File: config.mk
export PLATFORM = sky130hd
export DESIGN_NAME = uart_rx_buf
export DESIGN_NICKNAME = d
export VERILOG_FILES = /design/src/rtl/uart_rxb_pkg.sv /design/src/rtl/rxb_store.sv /design/src/rtl/rxb_ovr.sv /design/src/rtl/uart_rx_buf.sv
export SDC_FILE = /design/constraint.sdc
export NUM_CORES = 1
export LEC_CHECK = 0
export CORE_ASPECT_RATIO = 1.1
export CORE_MARGIN = 5
export CORE_UTILIZATION = 30
export CTS_CLUSTER_DIAMETER = 120
export DETAILED_ROUTE_END_ITERATION = 8
export GPL_TIMING_DRIVEN = 0
export SYNTH_ARGS = -nofsm -noshare
export SYNTH_HDL_FRONTEND = slang
export SYNTH_SLANG_ARGS = --single-unit
export TNS_END_PERCENT = 50
File: constraint.sdc
create_clock -name clk -period 2.6 [get_ports clk]
set_input_delay 0.52 -clock clk [delete_from_list [all_inputs] [get_ports clk]]
set_output_delay 0.52 -clock clk [all_outputs]
set_load 0.005 [all_outputs]
File: src/rtl/uart_rxb_pkg.sv
`timescale 1ns/1ps
package uart_rxb_pkg;
  localparam int unsigned RXB_DW   = 8;
  localparam int unsigned RXB_BUSW = 32;
  typedef logic [RXB_DW-1:0] rxb_byte_t;
endpackage

File: src/rtl/rxb_store.sv
`timescale 1ns/1ps
// Circular character storage with push, pop, head overwrite and flush.
module rxb_store
  import uart_rxb_pkg::*;
#(
  parameter int unsigned DEPTH = 16
) (
  input  logic                         clk,
  input  logic                         rst_n,
  input  logic                         flush_i,
  input  logic                         push_i,
  input  logic                         pop_i,
  input  logic                         ovw_i,
  input  rxb_byte_t                    wdata_i,
  output rxb_byte_t                    head_o,
  output logic [$clog2(DEPTH+1)-1:0]   occ_o
);
  localparam int unsigned PW = (DEPTH > 1) ? $clog2(DEPTH) : 1;
  localparam int unsigned CW = $clog2(DEPTH + 1);

  rxb_byte_t         mem [DEPTH];
  logic [PW-1:0]     rd_ptr_q, rd_ptr_d;
  logic [PW-1:0]     wr_ptr_q, wr_ptr_d;
  logic [CW-1:0]     occ_q, occ_d;
  logic [DEPTH-1:0]  wr_en;

  function automatic logic [PW-1:0] ptr_inc(input logic [PW-1:0] p);
    return (p == PW'(DEPTH - 1)) ? '0 : p + PW'(1);
  endfunction

  // Per-entry write enables: a push targets the tail, an overwrite the head.
  for (genvar g = 0; g < DEPTH; g++) begin : g_wen
    assign wr_en[g] = (push_i && !flush_i && (wr_ptr_q == PW'(g))) ||
                      (ovw_i  && !flush_i && (rd_ptr_q == PW'(g)));
  end

  always_ff @(posedge clk) begin
    for (int i = 0; i < DEPTH; i++) begin
      if (wr_en[i]) mem[i] <= wdata_i;
    end
  end

  always_comb begin
    rd_ptr_d = rd_ptr_q;
    wr_ptr_d = wr_ptr_q;
    occ_d    = occ_q;
    if (flush_i) begin
      rd_ptr_d = '0;
      wr_ptr_d = '0;
      occ_d    = '0;
    end else begin
      if (pop_i)  rd_ptr_d = ptr_inc(rd_ptr_q);
      if (push_i) wr_ptr_d = ptr_inc(wr_ptr_q);
      occ_d = occ_q + CW'(push_i) - CW'(pop_i);
    end
  end

  always_ff @(posedge clk or negedge rst_n) begin
    if (!rst_n) begin
      rd_ptr_q <= '0;
      wr_ptr_q <= '0;
      occ_q    <= '0;
    end else begin
      rd_ptr_q <= rd_ptr_d;
      wr_ptr_q <= wr_ptr_d;
      occ_q    <= occ_d;
    end
  end

  assign head_o = mem[rd_ptr_q];
  assign occ_o  = occ_q;
endmodule

File: src/rtl/rxb_ovr.sv
`timescale 1ns/1ps
// Sticky error flag; a set in the same cycle as a clear wins.
module rxb_ovr (
  input  logic clk,
  input  logic rst_n,
  input  logic set_i,
  input  logic clr_i,
  output logic flag_o
);
  logic flag_q, flag_d;

  always_comb begin
    flag_d = flag_q;
    if (clr_i) flag_d = 1'b0;
    if (set_i) flag_d = 1'b1;
  end

  always_ff @(posedge clk or negedge rst_n) begin
    if (!rst_n) flag_q <= 1'b0;
    else        flag_q <= flag_d;
  end

  assign flag_o = flag_q;
endmodule

File: src/rtl/uart_rx_buf.sv
`timescale 1ns/1ps
module uart_rx_buf
  import uart_rxb_pkg::*;
#(
  parameter int unsigned DEPTH = 16
) (
  input  logic                clk,
  input  logic                rst_n,
  input  logic                fifo_en_i,
  input  logic                rx_valid_i,
  input  logic [RXB_DW-1:0]   rx_data_i,
  input  logic                rd_i,
  input  logic                ovr_clr_i,
  output logic [RXB_BUSW-1:0] rd_data_o,
  output logic                data_ready_o,
  output logic                overrun_o
);
  localparam int unsigned CW = $clog2(DEPTH + 1);

  logic          mode_q;
  logic          mode_chg;
  logic [CW-1:0] occ;
  logic          full;
  logic          do_pop, do_push, do_ovw, ovr_set;
  rxb_byte_t     head;

  always_ff @(posedge clk or negedge rst_n) begin
    if (!rst_n) mode_q <= 1'b0;
    else        mode_q <= fifo_en_i;
  end

  always_comb begin
    mode_chg = (fifo_en_i != mode_q);
    full     = fifo_en_i ? (occ == CW'(DEPTH)) : (occ != '0);
    // Read is applied before the incoming character.
    do_pop   = rd_i && (occ != '0) && !mode_chg;
    do_push  = rx_valid_i && !mode_chg && (!full || do_pop);
    ovr_set  = rx_valid_i && !mode_chg && full && !do_pop;
    do_ovw   = ovr_set && !fifo_en_i;
  end

  rxb_store #(.DEPTH(DEPTH)) u_store (
    .clk     (clk),
    .rst_n   (rst_n),
    .flush_i (mode_chg),
    .push_i  (do_push),
    .pop_i   (do_pop),
    .ovw_i   (do_ovw),
    .wdata_i (rx_data_i),
    .head_o  (head),
    .occ_o   (occ)
  );

  rxb_ovr u_ovr (
    .clk    (clk),
    .rst_n  (rst_n),
    .set_i  (ovr_set),
    .clr_i  (ovr_clr_i),
    .flag_o (overrun_o)
  );

  assign rd_data_o    = {{(RXB_BUSW-RXB_DW){1'b0}}, head};
  assign data_ready_o = (occ != '0);
endmodule

# After elaboration in Yosys (flattened, before gate mapping)
# Memories as Yosys holds them, arrays and structs flattened.
# Index checks and enable logic that the tools add are counted.
# totals
ff_bits,15
mem_bits_rw,128
in_bits,14
out_inout_bits,34
memories,1
# memory_table
memory,depth,word_bits,read_ports,rd_ports_with_merged_regs,write_ports,line_no,text
u_store.mem,16,8,1,0,1,rxb_store.sv:21,rxb_byte_t mem [DEPTH];
# classes
n_addsub,4
eq_ne,32
mux,87
n_reduce_logical,83
# op_table
op,count
2-to-1 mux 8 bit,15
OR reduction 8 bit,15
2-to-1 mux 4 bit,21
"equality test 4 bit, second input constant",16
2-to-1 mux 1 bit,50
logical AND 1 bit,41
"equality test 4 x 3 -> 1 bit, second input constant",8
logical OR 1 bit,17
"equality test 4 x 2 -> 1 bit, second input constant",4
"adder 4 x 1 -> 4 bit, second input constant",2
"equality test 4 x 1 -> 1 bit, second input constant",2
zero test 4 bit,2
nonzero test 2 bit,3
adder 5 x 1 -> 5 bit,1
"equality test 5 bit, second input constant",1
2-to-1 mux 5 bit,1
nonzero test 5 bit,1
subtractor 5 x 1 -> 5 bit,1
zero test 1 bit,4
!= test 1 bit,1

# Depth between registers and ports, before layout
# depth
depth_word,27
mapped_depth,15
mapped_depth_nobuf,15

# Modules after synthesis
# Synthesis repeated with hierarchy kept, for this count alone.
# unflattened
cells_unflattened,367
hier_area_um2,6253.5
# by_module_without_submodules
module,n_inst,cells_each,area_per_inst_um2,seq_area_each_um2
rxb_store,1,324,5910.7,4169.0
uart_rx_buf,1,40,306.5,25.0
rxb_ovr,1,3,36.3,25.0

# Worst setup path after synthesis
# Ideal clock, no wire load.
# synth_timing
path_type,reg2reg
start,"register u_store.occ_q[3], in the netlist u_store.occ_o[3]"
end,"register u_store.occ_q[4], in the netlist u_store.occ_o[4]"
setup_ns,0.134
arrival_time_ns,2.636
required_time_ns,2.466
slack_ns,-0.170
stages_incl_launch_ff,16
n_path_buf,0
cell_sequence,dfrtp_1 > inv_1 > ha_1 > nor4b_4 > inv_1 > nand2_1 > nor2_1 > ha_1 > inv_1 > ha_1 > inv_1 > fa_1 > nand2b_1 > a21oi_1 > o21ai_0 > nor3b_1
# synth_between
elab_chain_len,8
word_cells_on_any_way,11
classes_between,add/sub: 2; eq/ne: 1; mux: 2; reduce/logical: 6
# synth_rtl
element,line_no,text
"start, declared",rxb_store.sv:24,"logic [CW-1:0] occ_q, occ_d;"
"start signal, assigned",rxb_store.sv:62,occ_q <= '0;
"start signal, assigned",rxb_store.sv:66,occ_q <= occ_d;
nonzero test 5 bit *,-,
net data_ready_o,uart_rx_buf.sv:15,"output logic data_ready_o,"
2-to-1 mux 1 bit / logical AND 1 bit (equally long branches),"uart_rx_buf.sv:34, uart_rx_buf.sv:36",
zero test 1 bit / logical AND 1 bit (equally long branches),"uart_rx_buf.sv:37, uart_rx_buf.sv:36",
logical OR 1 bit,uart_rx_buf.sv:37,do_push = rx_valid_i && !mode_chg && (!full || do_pop);
logical AND 1 bit,uart_rx_buf.sv:37,
adder 5 x 1 -> 5 bit,rxb_store.sv:54,occ_d = occ_q + CW'(push_i) - CW'(pop_i);
subtractor 5 x 1 -> 5 bit *,rxb_store.sv:54,
2-to-1 mux 5 bit *,rxb_store.sv:47,if (flush_i) begin
net u_store.occ_d[4],rxb_store.sv:24,
# Mark *: on every way through the listed nets, which the timed path passes. The rest lies on a longest branch.
# A chain may end at the register's enable or synchronous reset.

# Worst setup path after layout
# layout_timing
start,register u_store.rd_ptr_q[0]
end,output rd_data_o[2]
# layout_between
elab_chain_len,1
# layout_rtl
element,line_no,text
"start, declared",rxb_store.sv:22,"logic [PW-1:0] rd_ptr_q, rd_ptr_d;"
"start signal, assigned",rxb_store.sv:64,rd_ptr_q <= rd_ptr_d;
memory (16 x 8 bit),-,
"end, declared",uart_rx_buf.sv:14,"output logic [RXB_BUSW-1:0] rd_data_o,"
# Every way passes these cells.

==> out/metrics.csv <==
metric,value,unit
via_per_inst,4.853,
die-area,23740,um2
cts_tree,built,
pre_cts_ws,-0.9598,ns
p_sw,1967,uW
drt_iter0_drc,362,
hold_ws,0.4594,ns
io_buffers,22,
crit_type,reg2out,
worstPathCellList,"buf_12, buf_12, buf_12, buf_8, buf_6, mux4_2, a22oi_1, nand2_1, buf_2",
yosys.area.top_type,edfxtp_1,
path_common_cell,buf_12,
dp_hpwl,9052,um
ios,48,
syn_area_per_cell,17.06,um2
antennaDiodeCount,0,
cts_buffer_depth,2,
clkTransAtPathRegs,0.06,ns
ant_nets,0,
worst_slack,-0.2404,ns
design_area,8257,um2
tightestPinTransition,0.7320,ns
coreArea,20510,um2
gp_congestion,0.8101,
cp_max_fo,6,
swShare,0.2656,
power_frac_comb,0.298,
synth_cell_types,43,
fin_skew,0.006837,ns
synth_top_area_share,0.6174,
root_buffer,clkbuf_16,
violations,negative setup slack,
pwr-share-seq,0.362,
firstDrtPassIters,4,
holdPathStages,3,
htreeDepth,4,
status,"finished, violations left",
max-cap-violations,0,
fp.dieH,161.1,um
clockPowerShare,0.339,
track_usage,0.1222,
postSynthCellCount,365,
place_area,6900,um2
reg2reg_setup_slack,-0.12,ns
finalHoldViolations,0,
start_util,0.3036,
first_global_vias,3653,
num_rows,55,
cp_data_arrival_time,2.32,ns
p_leak,0.002861,uW
final_util,0.4026,
synthesis.area,6226,um2
vias,3572,
min_path_type,in2reg,
grt_max_degree,17,
p_per_area,897.0,nW/um2
final.period_utilization,1.092,
grt_setup_unrepaired,yes,
slowest_stage,dfrtp_1,
ys_ff_latch,143,
seq_area_frac_synth,0.6777,
worstPathRequired,2.08,ns
worst_ir_drop_vdd,0.4629,mV
drc_errors,0,
synth_warnings,0,
max_freq,352.1,MHz
cts_buffers,17,
wirelength,14450,um
r2r_cells,15,
yosys-top-cells-area,"edfxtp_1, mux4_2, dfrtp_1",
critPathMaxStageDelay,0.42,ns
syn_to_final_growth,32.62,%
nets,496,
relSlewSlack,0.5105,
overflow,0,
finalMaxSlewViolations,0,
clock-sinks,143,
fp.dieW,147.4,um
wl_per_cell,19.64,um
startpoint_type,register,
drive_above_1_share,0.4083,
antenna_found_initial,0,
period_needed,2.840,ns
grt_pass1_wl,21760,um
clk_latency,0.41,ns
p_int,5439,uW
setup_violations,9,
crit_path_end_kind,primary output,
==> final timing paths <==
| path | startpoint | to |
|---|---|---|
| worst max-delay path | u_store.rd_ptr_q[0] | rd_data_o[2] |
| worst min-delay path | rx_valid_i | u_store.wr_ptr_q[1] |
| worst max register to register | u_store.occ_o[2] | u_store.occ_o[4] |
| worst min register to register | u_ovr.flag_o | u_ovr.flag_o |
| max in group asynchronous | rst_n | u_store.wr_ptr_q[0] |
| min in group asynchronous | rst_n | u_store.occ_o[0] |
==> cells by family (layout without fill, tap and decap cells) <==
kind of cell | Yosys count | count (layout) | share of synthesized area
muxes | 32 | 32 | 0.1158
adders and majority gates | 15 | 15 | 0.03135
xor gates and xnor gates | 6 | 6 | 0.008442
other | 1 | 24 | 0.0006023
DFF | 143 | 143 | 0.6777
buffers and inverters | 58 | 150 | 0.05165
and+or+nand+nor | 56 | 56 | 0.05004
AOI/OAI and AO/OA | 54 | 54 | 0.06451
==> metrics by stage <==
stage / std cells / power, uW / TNS (ns)
after floorplan: 388 / 3820 / 0
after global placement: 666 / 4277 / -84.94
after detailed placement: 666 / 4333 / -83.89
after CTS: 716 / 7222 / -7.623
after global routing: 736 / 7758 / -3.798
final: 736 / 7406 / -1.563
==> flip-flops by register name (all words and copies together), names as in the netlist <==
signal and cells:
mode_q 1, u_ovr.flag_o 1, u_store.mem 128, u_store.occ_o 5
u_store.rd_ptr_q 4, u_store.wr_ptr_q 4
==> critical path, delay by kind of cell, from the launching register on <==
family	cells	cell delay (ns)
compound gates	1	0.17
simple gates	1	0.10
mux	1	0.42
flops	1	0.42
buf+inv	6	0.78
==> metal layers <==
metal | vias to the layer above | share of wire | global-route usage
li1 | 1601 | - | -
met1 | 1846 | 0.39 | 0.1471
met2 | 104 | 0.54 | 0.2179
met3 | 21 | 0.051 | 0.03030
met4 | 0 | 0.016 | 0.03475
met5 | - | 0 | 0
==> layout by cell type (no fill, tap or decap), types with 3 or more instances in the layout <==
| cell | count |
|---|---|
| edfxtp_1 | 128 |
| buf_4 | 47 |
| mux4_2 | 32 |
| conb_1 | 24 |
| nand2_1 | 22 |
| clkbuf_16 | 18 |
| inv_1 | 15 |
| dfrtp_1 | 15 |
| a22oi_2 | 12 |
| ha_1 | 12 |
| clkdlybuf4s50_1 | 12 |
| buf_6 | 11 |
| buf_2 | 9 |
| buf_12 | 9 |
| nor2_1 | 7 |
| o22ai_4 | 7 |
| a21oi_1 | 5 |
| nand3_1 | 5 |
| a22oi_1 | 4 |
| o32ai_4 | 4 |
| a32o_2 | 4 |
| bufinv_16 | 4 |
| clkinvlp_4 | 4 |
| xnor2_1 | 3 |
| inv_2 | 3 |
| a21o_1 | 3 |
| clkbuf_1 | 3 |
| nand2b_1 | 3 |
| a21oi_2 | 3 |
| o21ai_0 | 3 |
==> timing repair <==
| item | in CTS | in global routing |
|---|---|---|
| cloned | 1 | 1 |
| resized for setup | 91 | 29 |
| endpoints found under the setup margin | 108 | 132 |
| hold buffers | 0 | 0 |
| buffers inserted | 19 | 19 |
| pin swaps | 19 | 11 |
==> cell type report <==
class | instances | area, um2
Clock buffer | 18 | 429.2
Inverter | 18 | 67.56
Buffer | 39 | 337.8
Sequential cell | 143 | 4219
Tap cell | 256 | 320.3
Timing Repair Buffer | 61 | 623.1
Fill cell | 1836 | 12250
Clock inverter | 14 | 190.2
Multi-Input combinational cell | 187 | 2069
==> synthesized netlist by cell type <==
library cell and number:
nor4_2 2, a31o_1 1, clkbuf_2 1, o21ai_1 1, nor3_1 2, a21o_1 3, nor2b_1 2, a211oi_2 1
edfxtp_1 128, o21ai_0 3, a211o_4 1, buf_2 4, nor2_1 7, nand2b_1 4, o32ai_1 4, ha_1 14
xnor2_1 3, buf_4 26, a211o_1 1, xor2_1 3, nor3b_1 1, a21oi_2 2, a31oi_1 2, dfrtp_1 15
or3b_4 1, inv_1 18, a22oi_1 16, or3_1 1, nor4b_4 1, o22ai_1 9, buf_1 2, nand4_2 1
fa_1 1, conb_1 1, clkbuf_1 7, a21oi_1 6, nand4_1 1, nand2_1 24, nand3_1 5, and2_1 3
or3_4 1, a32o_1 4, mux4_2 32
==> power groups by stage <==
stage	logic, uW	registers (uW)	clock network [uW]
floorplan	1110	2710	0
global placement	1560	2720	0
CTS	2000	2680	2550
global route	2400	2690	2670
finish	2210	2680	2510
detailed placement	1610	2730	0
Note: power is estimated with default switching activity, not from simulation.
